==> src/rtl/sq_pkg.sv <==
package sq_pkg;

  typedef enum logic [1:0] {
    ST_WAIT = 2'd0,
    ST_PEND = 2'd1,
    ST_RDY  = 2'd2,
    ST_EXEC = 2'd3
  } ent_state_t;

  typedef enum logic [2:0] {
    QS_AVAIL    = 3'd0,
    QS_LOAD     = 3'd1,
    QS_STORE    = 3'd2,
    QS_BUF_FULL = 3'd3,
    QS_GROUP    = 3'd4
  } q_status_t;

  // Initial state of a freshly dispatched slot
  function automatic ent_state_t entry_start(input logic known, input logic ready);
    if (ready)      return ST_RDY;
    else if (known) return ST_PEND;
    else            return ST_WAIT;
  endfunction

  // Stall code with its precedence
  function automatic q_status_t pick_status(input logic full, input logic ld_blk,
                                            input logic st_blk, input logic grp);
    if (full)        return QS_BUF_FULL;
    else if (ld_blk) return QS_LOAD;
    else if (st_blk) return QS_STORE;
    else if (grp)    return QS_GROUP;
    else             return QS_AVAIL;
  endfunction

endpackage

==> src/rtl/sq_alloc.sv <==
module sq_alloc #(
  parameter int DEPTH = 16
) (
  input  logic             clk,
  input  logic             rst_n,
  input  logic             req,
  input  logic [DEPTH-1:0] occupied,
  output logic [DEPTH-1:0] grant,
  output logic             full
);
  logic [DEPTH-1:0] free_vec;
  logic [DEPTH-1:0] lowest_free;

  assign free_vec    = ~occupied;
  assign lowest_free = free_vec & (~free_vec + {{(DEPTH-1){1'b0}}, 1'b1});
  assign full        = ~|free_vec;
  assign grant       = req ? lowest_free : '0;

  // at most one slot granted per dispatch
  p_grant_onehot_r2: assert property (@(posedge clk) disable iff (!rst_n)
    $onehot0(grant));

  // nothing granted when full
  p_no_grant_full_r9: assert property (@(posedge clk) disable iff (!rst_n)
    full |-> (grant == '0));
endmodule

==> src/rtl/sq_status.sv <==
module sq_status (
  input  logic       clk,
  input  logic       rst_n,
  input  logic       full,
  input  logic       is_load,
  input  logic       is_store,
  input  logic       load_full,
  input  logic       store_full,
  input  logic       group_stall,
  output logic [2:0] code
);
  import sq_pkg::*;

  q_status_t st;
  logic      ld_blk;
  logic      sto_blk;

  assign ld_blk  = is_load & load_full;
  assign sto_blk = is_store & store_full;
  assign st      = pick_status(full, ld_blk, sto_blk, group_stall);
  assign code    = st;

  // a full queue outranks every other cause
  p_full_code_r7: assert property (@(posedge clk) disable iff (!rst_n)
    full |-> (code == 3'd3));

  // the code never leaves its legal range
  p_code_range_r7: assert property (@(posedge clk) disable iff (!rst_n)
    code <= 3'd4);
endmodule

==> src/rtl/sq_entry.sv <==
module sq_entry #(
  parameter int TAG_W = 6
) (
  input  logic               clk,
  input  logic               rst_n,
  input  logic               alloc,
  input  logic [TAG_W-1:0]   d_tag,
  input  logic               d_known,
  input  logic               d_ready,
  input  logic               known,
  input  logic               ready,
  input  logic               issue,
  input  logic               wb_valid,
  input  logic [TAG_W-1:0]   wb_tag,
  output logic               valid,
  output sq_pkg::ent_state_t st
);
  import sq_pkg::*;

  logic [TAG_W-1:0] tag_q;
  logic             wb_hit;
  logic             to_pend;
  logic             to_rdy;
  logic             to_exec;

  assign wb_hit  = valid && (st == ST_EXEC) && wb_valid && (wb_tag == tag_q);
  assign to_pend = valid && (st == ST_WAIT) && known;
  assign to_rdy  = valid && (st == ST_PEND) && ready;
  assign to_exec = valid && (st == ST_RDY)  && issue;

  always_ff @(posedge clk) begin
    if (!rst_n) begin
      valid <= 1'b0;
      st    <= ST_WAIT;
      tag_q <= '0;
    end else if (alloc) begin
      valid <= 1'b1;
      st    <= entry_start(d_known, d_ready);
      tag_q <= d_tag;
    end else begin
      if (to_pend) st <= ST_PEND;
      if (to_rdy)  st <= ST_RDY;
      if (to_exec) st <= ST_EXEC;
      if (wb_hit)  valid <= 1'b0;
    end
  end

  // executing is reached only from ready
  p_exec_from_ready_r5: assert property (@(posedge clk) disable iff (!rst_n)
    (valid && st == ST_EXEC && !$past(valid && st == ST_EXEC))
      |-> $past(valid && st == ST_RDY));

  // ready is reached only from pending or by a fresh dispatch
  p_ready_origin_r4: assert property (@(posedge clk) disable iff (!rst_n)
    (valid && st == ST_RDY && !$past(valid && st == ST_RDY))
      |-> ($past(valid && st == ST_PEND) || !$past(valid)));

  // a writeback hit frees the slot
  p_wb_free_r6: assert property (@(posedge clk) disable iff (!rst_n)
    wb_hit |=> !valid);
endmodule

==> src/rtl/sq_sched.sv <==
module sq_sched #(
  parameter int DEPTH = 16,
  parameter int TAG_W = 6,
  localparam int IDX_W = (DEPTH > 1) ? $clog2(DEPTH) : 1
) (
  input  logic             clk,
  input  logic             rst_n,
  input  logic             q_is_load,
  input  logic             q_is_store,
  input  logic             lsq_load_full,
  input  logic             lsq_store_full,
  input  logic             q_group_stall,
  output logic [2:0]       q_status,
  input  logic             disp_valid,
  input  logic [TAG_W-1:0] disp_tag,
  input  logic             disp_known,
  input  logic             disp_ready,
  input  logic [DEPTH-1:0] op_known,
  input  logic [DEPTH-1:0] op_ready,
  input  logic             issue_valid,
  input  logic [IDX_W-1:0] issue_idx,
  input  logic             wb_valid,
  input  logic [TAG_W-1:0] wb_tag,
  output logic [DEPTH-1:0] wait_map,
  output logic [DEPTH-1:0] pend_map,
  output logic [DEPTH-1:0] ready_map,
  output logic [DEPTH-1:0] exec_map,
  output logic             wait_any,
  output logic             pend_any,
  output logic             ready_any,
  output logic             exec_any
);
  import sq_pkg::*;

  logic [DEPTH-1:0] occupied;
  logic [DEPTH-1:0] grant;
  logic             full;
  ent_state_t       st_q [DEPTH];

  sq_alloc #(.DEPTH(DEPTH)) u_alloc (
    .clk(clk), .rst_n(rst_n), .req(disp_valid),
    .occupied(occupied), .grant(grant), .full(full)
  );

  sq_status u_status (
    .clk(clk), .rst_n(rst_n), .full(full),
    .is_load(q_is_load), .is_store(q_is_store),
    .load_full(lsq_load_full), .store_full(lsq_store_full),
    .group_stall(q_group_stall), .code(q_status)
  );

  for (genvar i = 0; i < DEPTH; i++) begin : g_slot
    logic issue_here;
    assign issue_here = issue_valid && (issue_idx == IDX_W'(i));

    sq_entry #(.TAG_W(TAG_W)) u_entry (
      .clk(clk), .rst_n(rst_n), .alloc(grant[i]),
      .d_tag(disp_tag), .d_known(disp_known), .d_ready(disp_ready),
      .known(op_known[i]), .ready(op_ready[i]), .issue(issue_here),
      .wb_valid(wb_valid), .wb_tag(wb_tag),
      .valid(occupied[i]), .st(st_q[i])
    );

    assign wait_map[i]  = occupied[i] && (st_q[i] == ST_WAIT);
    assign pend_map[i]  = occupied[i] && (st_q[i] == ST_PEND);
    assign ready_map[i] = occupied[i] && (st_q[i] == ST_RDY);
    assign exec_map[i]  = occupied[i] && (st_q[i] == ST_EXEC);
  end

  assign wait_any  = |wait_map;
  assign pend_any  = |pend_map;
  assign ready_any = |ready_map;
  assign exec_any  = |exec_map;

  // a dispatch into a full queue adds no slot
  p_full_disp_r9: assert property (@(posedge clk) disable iff (!rst_n)
    (disp_valid && full) |=> ($countones(occupied) <= $past($countones(occupied))));

  // the four state maps never overlap
  p_maps_disjoint_r8: assert property (@(posedge clk) disable iff (!rst_n)
    ($countones(wait_map) + $countones(pend_map) + $countones(ready_map)
     + $countones(exec_map)) == $countones(occupied));
endmodule

==> config.mk <==
export PLATFORM = sky130hd
export DESIGN_NAME = sq_sched
export DESIGN_NICKNAME = d
export VERILOG_FILES = /design/src/rtl/sq_pkg.sv /design/src/rtl/sq_alloc.sv /design/src/rtl/sq_status.sv /design/src/rtl/sq_entry.sv /design/src/rtl/sq_sched.sv
export SDC_FILE = /design/constraint.sdc
export NUM_CORES = 1
export LEC_CHECK = 0
export ABC_AREA = 1
export BUFFER_PORTS_ARGS = -buffer_cell sky130_fd_sc_hd__buf_2
export CAP_MARGIN = 20
export CELL_PAD_IN_SITES_DETAIL_PLACEMENT = 1
export CELL_PAD_IN_SITES_GLOBAL_PLACEMENT = 2
export CORE_MARGIN = 2
export CORE_UTILIZATION = 27
export DETAILED_ROUTE_END_ITERATION = 10
export GPL_ROUTABILITY_DRIVEN = 0
export PLACE_DENSITY_LB_ADDON = 0.3
export SLEW_MARGIN = 25
export SYNTH_ARGS = -nofsm -noshare
export SYNTH_HDL_FRONTEND = slang
export SYNTH_HIERARCHICAL = 1
export SYNTH_SLANG_ARGS = --single-unit
==> constraint.sdc <==
create_clock -name clk -period 1.55 [get_ports clk]
set_clock_uncertainty 0.1 [all_clocks]
set_input_delay 0.155 -clock clk [delete_from_list [all_inputs] [get_ports clk]]
set_output_delay 0.155 -clock clk [all_outputs]
set_load 0.02 [all_outputs]
==> impl_metrics.env, run 1 <==
export IMPL_grt_pass1_wl_mm=63.9
export IMPL_grt_pass1_vias=11405
export IMPL_multi_input_area_um2=6760
export IMPL_synth_area_um2=8730
export IMPL_syn2layout_area_growth_pct=82.5
export IMPL_synth_edf_count=0
export IMPL_fin_util_pct=50.2
export IMPL_synth_nets=1507
export IMPL_worstPathRequired_ps=1290
export IMPL_wirelength_mm=43.9
export IMPL_status="finished, violations left"
export IMPL_seqCellArea_um2=3010
export IMPL_crit_slowest_cell="dfxtp_4"
export IMPL_viasPerCell=5.00
export IMPL_cp_max_fo=5
export IMPL_hpwl_mm=27.0
export IMPL_cpPeakStageDelay_ps=370
export IMPL_violations="setup timing"
export IMPL_fin_nets=1914
export IMPL_cts_buffers_inserted=17
export IMPL_slew_violations=0
export IMPL_postSynthCellCount=1447
export IMPL_cts_sinks=144
export IMPL_io_buffers=130
export IMPL_cts_root_buf="clkbuf_16"
export IMPL_avgSynthCellArea_um2=6.04
export IMPL_worstHoldStart="rst_n"
export IMPL_final_hold_violation_count=0
export IMPL_ir_drop_mv=0.469
export IMPL_dieArea_um2=33800
export IMPL_vias=11354
export IMPL_critPathLaunchType="flop"
export IMPL_htreeDepth=4
export IMPL_synth_area_leader_cell="dfxtp_1"
export IMPL_start_util_pct=27.5
export IMPL_synth_distinct_cells=24
export IMPL_rsz0062_at_grt="yes"
export IMPL_worstPathCellList="buf_8 -> nand2_4 -> nand2_1 -> inv_1 -> nand2_1 -> nor2_1 -> buf_4 -> nand2_2 -> buf_6"
export IMPL_antenna_found_initial=0
export IMPL_pre_cts_slack_ps=-328
export IMPL_endpoint_kind="output pin"
export IMPL_rr_worst_depth=11
export IMPL_rows=65
export IMPL_ys_seq_elements=144
export IMPL_synth_area_leaders="dfxtp_1, nand2_1, inv_1"
export IMPL_coreArea_um2=31700
export IMPL_holdCritPathClass="input port to flop"
export IMPL_hold_path_depth=4
export IMPL_num_fill_cells=3850
export IMPL_die_y_um=184
export IMPL_drive_gt1_share_pct=48.2
export IMPL_cts_tree="yes"
export IMPL_wl_per_cell_um=19.4
export IMPL_setup_viol=170
export IMPL_synth_top_area_share_pct=33.0
export IMPL_tns_ps=-25800
export IMPL_holdPathEnd="g_slot[3].u_entry/tag_q[5]"
export IMPL_power_density_nw_per_um2=617
export IMPL_synth_most_common_cell="nand2_1"
export IMPL_synth_ff_type="dfxtp_1"
export IMPL_diodes=0
export IMPL_r2r_end="g_slot[5].u_entry/st[0]"
export IMPL_cts_clk_slew_worst_paths_ps=70
export IMPL_die_w_um=184
export IMPL_yosysSeqAreaShare_pct=33.0
export IMPL_finalCritPeriodShare_pct=127
export IMPL_grtUsageTotal_pct=24.5
export IMPL_synth_commonest_cells="nand2_1, inv_1, nor2_1, dfxtp_1, o21ai_0"
export IMPL_first_pass_iters=4
export IMPL_fmax_mhz=507
export IMPL_crit_top_cell="nand2_1"
export IMPL_maxSlewHeadroom_pct=27.6
export IMPL_clock_latency_ps=430
export IMPL_worst_pin_slew_ps=1090
export IMPL_overflow=0
export IMPL_arrival_ps=1720
export IMPL_drc=0
export IMPL_rr_startpoint="g_slot[0].u_entry/valid"
export IMPL_p_leak_nw=7.05
export IMPL_synth_async_reset_ratio_pct=0
export IMPL_fin_crit_ps=1970
export IMPL_rrSetupSlack_ps=-370
export IMPL_clk_path_buf_depth=2
export IMPL_drt_iter0_drc=592
export IMPL_drv_cap=0
export IMPL_setup_ws_ps=-423
export IMPL_ant_nets=0
export IMPL_io_pin_count=131
export IMPL_yosys_warnings=6
export IMPL_grt_max_degree=73
export IMPL_critPathKind="flop to output pin"
==> cells in the final DEF, fill, tap and decap left out, types with 3 or more instances in the layout <==
cell and n:
a21oi_1 61, a21oi_2 28, a21oi_4 7, a31oi_1 16, buf_12 20, buf_2 67
buf_4 114, buf_6 170, buf_8 14, bufinv_16 5, clkbuf_16 21, clkinv_4 3
clkinvlp_4 3, dfxtp_1 96, dfxtp_2 21, dfxtp_4 27, dlygate4sd3_1 16, inv_1 188
inv_2 49, inv_4 11, inv_6 5, nand2_1 302, nand2_2 34, nand2_4 44
nand3_1 25, nand3_2 14, nand3_4 26, nand4_1 39, nor2_1 122, nor2_2 37
nor2_4 75, nor3_2 16, o21ai_0 44, o21ai_1 16, o21ai_2 64, o21ai_4 4
o22ai_1 4, o22ai_2 11, xnor2_1 32
==> area by class of cell <==
cell class	count	share of cell area, %
clock buffer	20	2.80
clock inverter	12	1.29
inverter	254	6.35
multi-input combinational	1031	42.4
sequential	144	18.9
tap	402	3.16
timing repair buffer	406	25.1
==> sequential cells by signal, indices dropped and copies added (netlist names) <==
register / count
g_slot.u_entry/st: 32
g_slot.u_entry/tag_q: 96
g_slot.u_entry/valid: 16
==> stage by stage <==
step	instance area (um2)	total power [mW]	std cells	hold WS [ps]
finish	15900	9.83	2269	121
global route	15900	10.2	2269	142
CTS	14500	9.70	2243	83.2
detailed placement	11300	4.84	2137	366
global placement	11300	4.83	2137	356
floorplan	8750	4.25	1447	178
==> what timing repair did <==
item | 4_1_cts | 5_1_grt
resized for setup | 615 | 352
hold buffers | 16 | 0
endpoints found under the setup margin | 166 | 197
endpoints found under the hold margin | 16 | 0
buffers inserted | 72 | 43
gates cloned | 4 | 4
pin swaps | 108 | 106
==> report_power, final <==
part | switching, mW | total (mW) | internal (mW)
clock network | 1.83 | 4.75 | 2.92
registers | 0.0475 | 3.75 | 3.70
logic | 0.827 | 1.33 | 0.503
==> critical path, delay by kind of cell (launching register included) <==
kind                   cells  cell delay [ps]
flip-flops                 1              370
buffers and inverters      4              520
AND/OR/NAND/NOR            5              390
==> worst max path at each step <==
stage | from | to | cells past startpoint
finish | g_slot[9].u_entry/valid | wait_any | 9
global route | g_slot[9].u_entry/valid | wait_any | 9
CTS | g_slot[14].u_entry/valid | pend_any | 6
detailed placement | g_slot[0].u_entry/valid | g_slot[11].u_entry/st[0] | 9
global placement | g_slot[0].u_entry/valid | g_slot[11].u_entry/st[0] | 9
floorplan | g_slot[0].u_entry/valid | g_slot[9].u_entry/tag_q[2] | 8
==> cells by family after synthesis <==
logic type	Yosys count	synth area share (%)
xor+xnor	32	3.21
flops	144	33.0
simple gates	743	36.0
compound gates	256	15.8
buf+inv	272	12.0
==> routing by layer <==
| layer | track usage [%] | routed length, um | vias up |
|---|---|---|---|
| li1 | - | - | 5407 |
| met3 | 3.01 | 1560 | 65 |
| met2 | 42.2 | 21500 | 279 |
| met5 | 0 | 0 | - |
| met4 | 5.73 | 1070 | 0 |
| met1 | 32.7 | 19800 | 5603 |
Power figures use the tool's default switching activity.
==> run 2: changes to the inputs <==
--- a/config.mk
+++ b/config.mk
@@ -9,9 +9,9 @@
 export BUFFER_PORTS_ARGS = -buffer_cell sky130_fd_sc_hd__buf_2
 export CAP_MARGIN = 20
 export CELL_PAD_IN_SITES_DETAIL_PLACEMENT = 1
-export CELL_PAD_IN_SITES_GLOBAL_PLACEMENT = 2
+export CELL_PAD_IN_SITES_GLOBAL_PLACEMENT = 1
 export CORE_MARGIN = 2
-export CORE_UTILIZATION = 27
+export CORE_UTILIZATION = 30
 export DETAILED_ROUTE_END_ITERATION = 10
 export GPL_ROUTABILITY_DRIVEN = 0
 export PLACE_DENSITY_LB_ADDON = 0.3
==> run 2 against run 1 <==
Effect of this change:
- global-route usage up 1.9 points
- combinational power barely moved
- clock-buffer cell count decreased by 1
- critical path type unchanged
- first-iteration DRC count increased by 20%
- clock power is 4.4% lower
- non-clock buffer count is 25 lower
- final cell count decreased by 1.9%
- utilization increased by 3.8 points
- the run still ends with setup timing left
- via count is 5.2% higher
- routed wire length grew 14%
- largest cell class unchanged
- worst setup slack got worse by 110 ps
==> impl_metrics.env, run 2 (synthesis gave the netlist of run 1 again) <==
export IMPL_status="finished, violations left"
export IMPL_violations="setup timing"
export IMPL_cts_buffers_inserted=17
export IMPL_top_register="g_slot.u_entry/tag_q"
export IMPL_wl_per_cell_um=22.5
export IMPL_drive_gt1_share_pct=47.2
export IMPL_ant_nets=0
export IMPL_finalCritPeriodShare_pct=134
export IMPL_worstPathRequired_ps=1290
export IMPL_fin_util_pct=54.0
export IMPL_seqCellArea_um2=3000
export IMPL_cp_max_fo=3
export IMPL_dp_cells=2114
export IMPL_holdCritPathClass="input port to flop"
export IMPL_num_fill_cells=3530
export IMPL_io_buffers=130
export IMPL_cts_sinks=144
export IMPL_clock_latency_ps=430
export IMPL_io_pin_count=131
export IMPL_critPathKind="flop to output pin"
export IMPL_layout_common_cells="nand2_1, inv_1, buf_6"
export IMPL_wirelength_mm=50.1
export IMPL_cts_clk_slew_worst_paths_ps=70
export IMPL_hpwl_mm=25.9
export IMPL_p_leak_nw=6.88
export IMPL_overflow=0
export IMPL_maxSlewHeadroom_pct=26.5
export IMPL_drv_cap=0
export IMPL_rows=62
export IMPL_multi_input_area_um2=6700
export IMPL_die_y_um=175
export IMPL_post_dp_cell_area_um2=11300
export IMPL_grt_pass1_vias=11692
export IMPL_grtUsageMet2_pct=45.1
export IMPL_setup_ws_ps=-534
export IMPL_use_met3_pct=4.13
export IMPL_htreeDepth=4
export IMPL_diodes=0
export IMPL_worst_pin_slew_ps=1100
export IMPL_largest_reg_flops=96
export IMPL_drt_iter0_drc=712
export IMPL_cts_root_buf="clkbuf_16"
export IMPL_largestRegisters="g_slot.u_entry/tag_q: 96 flops, g_slot.u_entry/st: 32 flops, g_slot.u_entry/valid: 16 flops"
export IMPL_die_w_um=175
export IMPL_cts_tree="yes"
export IMPL_drc=0
export IMPL_fin_cells=2225
export IMPL_fin_nets=1889
export IMPL_busiest_layer="met2"
export IMPL_power_density_nw_per_um2=619
export IMPL_slew_violations=0
export IMPL_vias=11944
export IMPL_syn2layout_area_growth_pct=77.5
export IMPL_first_pass_iters=5
export IMPL_grt_max_degree=70
export IMPL_final_cell_area_um2=15500
export IMPL_rsz0062_at_grt="yes"
export IMPL_arrival_ps=1830
export IMPL_setup_viol=161
export IMPL_grt_pass1_wl_mm=63.0
export IMPL_ir_drop_mv=0.418
export IMPL_fmax_mhz=480
export IMPL_viasPerCell=5.37
export IMPL_fin_crit_ps=2080
export IMPL_start_util_pct=30.4
export IMPL_mostFrequentLayoutCell="nand2_1"
export IMPL_dieArea_um2=30500
export IMPL_final_hold_violation_count=0
export IMPL_clk_path_buf_depth=2
export IMPL_grt_met1_usage_pct=33.6
export IMPL_endpoint_kind="output pin"
export IMPL_grtUsageTotal_pct=26.4
export IMPL_antenna_found_initial=0
export IMPL_critPathLaunchType="flop"
export IMPL_coreArea_um2=28700
run 2: per-stage QoR:
step | TNS, ps | hold slack [ps] | setup slack (ps) | power [mW]
after floorplan | -13.8 | 178 | -1.63 | 4.25
after global routing | -34820 | 28.2 | -562 | 9.88
after global placement | -4880 | 355 | -132 | 4.79
after CTS | -15300 | 5.66 | -342 | 9.38
after detailed placement | -10400 | 364 | -177 | 4.82
final | -28310 | 41.8 | -534 | 9.60
run 2: per-layer routing:
metal / part of all wire (%) / wire length [um]
met1: 40 / 19800
met2: 49 / 24300
met3: 5.4 / 2710
met4: 6.5 / 3260
met5: 0 / 0
run 2: area by class of cell:
class | instances | area share, %
multi-input cells | 1031 | 43.2
repair buffers | 381 | 23.8
flip-flops and latches | 144 | 19.3
inverters | 254 | 6.54
well taps | 384 | 3.10
clock buffers | 19 | 2.79
clock inverters | 12 | 1.19
run 2: final timing paths:
kind,start,to,slack [ps],cells after the start
worst min register to register,g_slot[2].u_entry/tag_q[3],g_slot[2].u_entry/tag_q[3],370,2
worst min-delay path,op_known[13],g_slot[13].u_entry/st[0],40,3
worst max-delay path,g_slot[9].u_entry/st[1],wait_any,-530,10
worst max register to register,g_slot[1].u_entry/valid,g_slot[11].u_entry/st[0],-450,12
run 2: critical path, stage by stage (launching register included):
cell     delay [ps]
dfxtp_4         390
buf_12          120
nor2_4           30
nand2_4          80
nand2_2          40
inv_1            60
nand2_1          80
nor2_2          230
buf_6           180
nand2_4          50
buf_6           120
run 2: timing repair:
item / CTS / global route
cloned: 2 / 4
pin swaps: 80 / 119
hold endpoints to repair: 22 / 0
resized for setup: 434 / 476
setup endpoints to repair: 178 / 192
buffers inserted: 40 / 42
hold buffers: 16 / 0
run 2: power breakdown:
group	switching [mW]	internal (mW)	leakage, nW
combinational	0.847	0.457	5.40
clock	1.84	2.71	0.286
sequential	0.0468	3.71	1.19
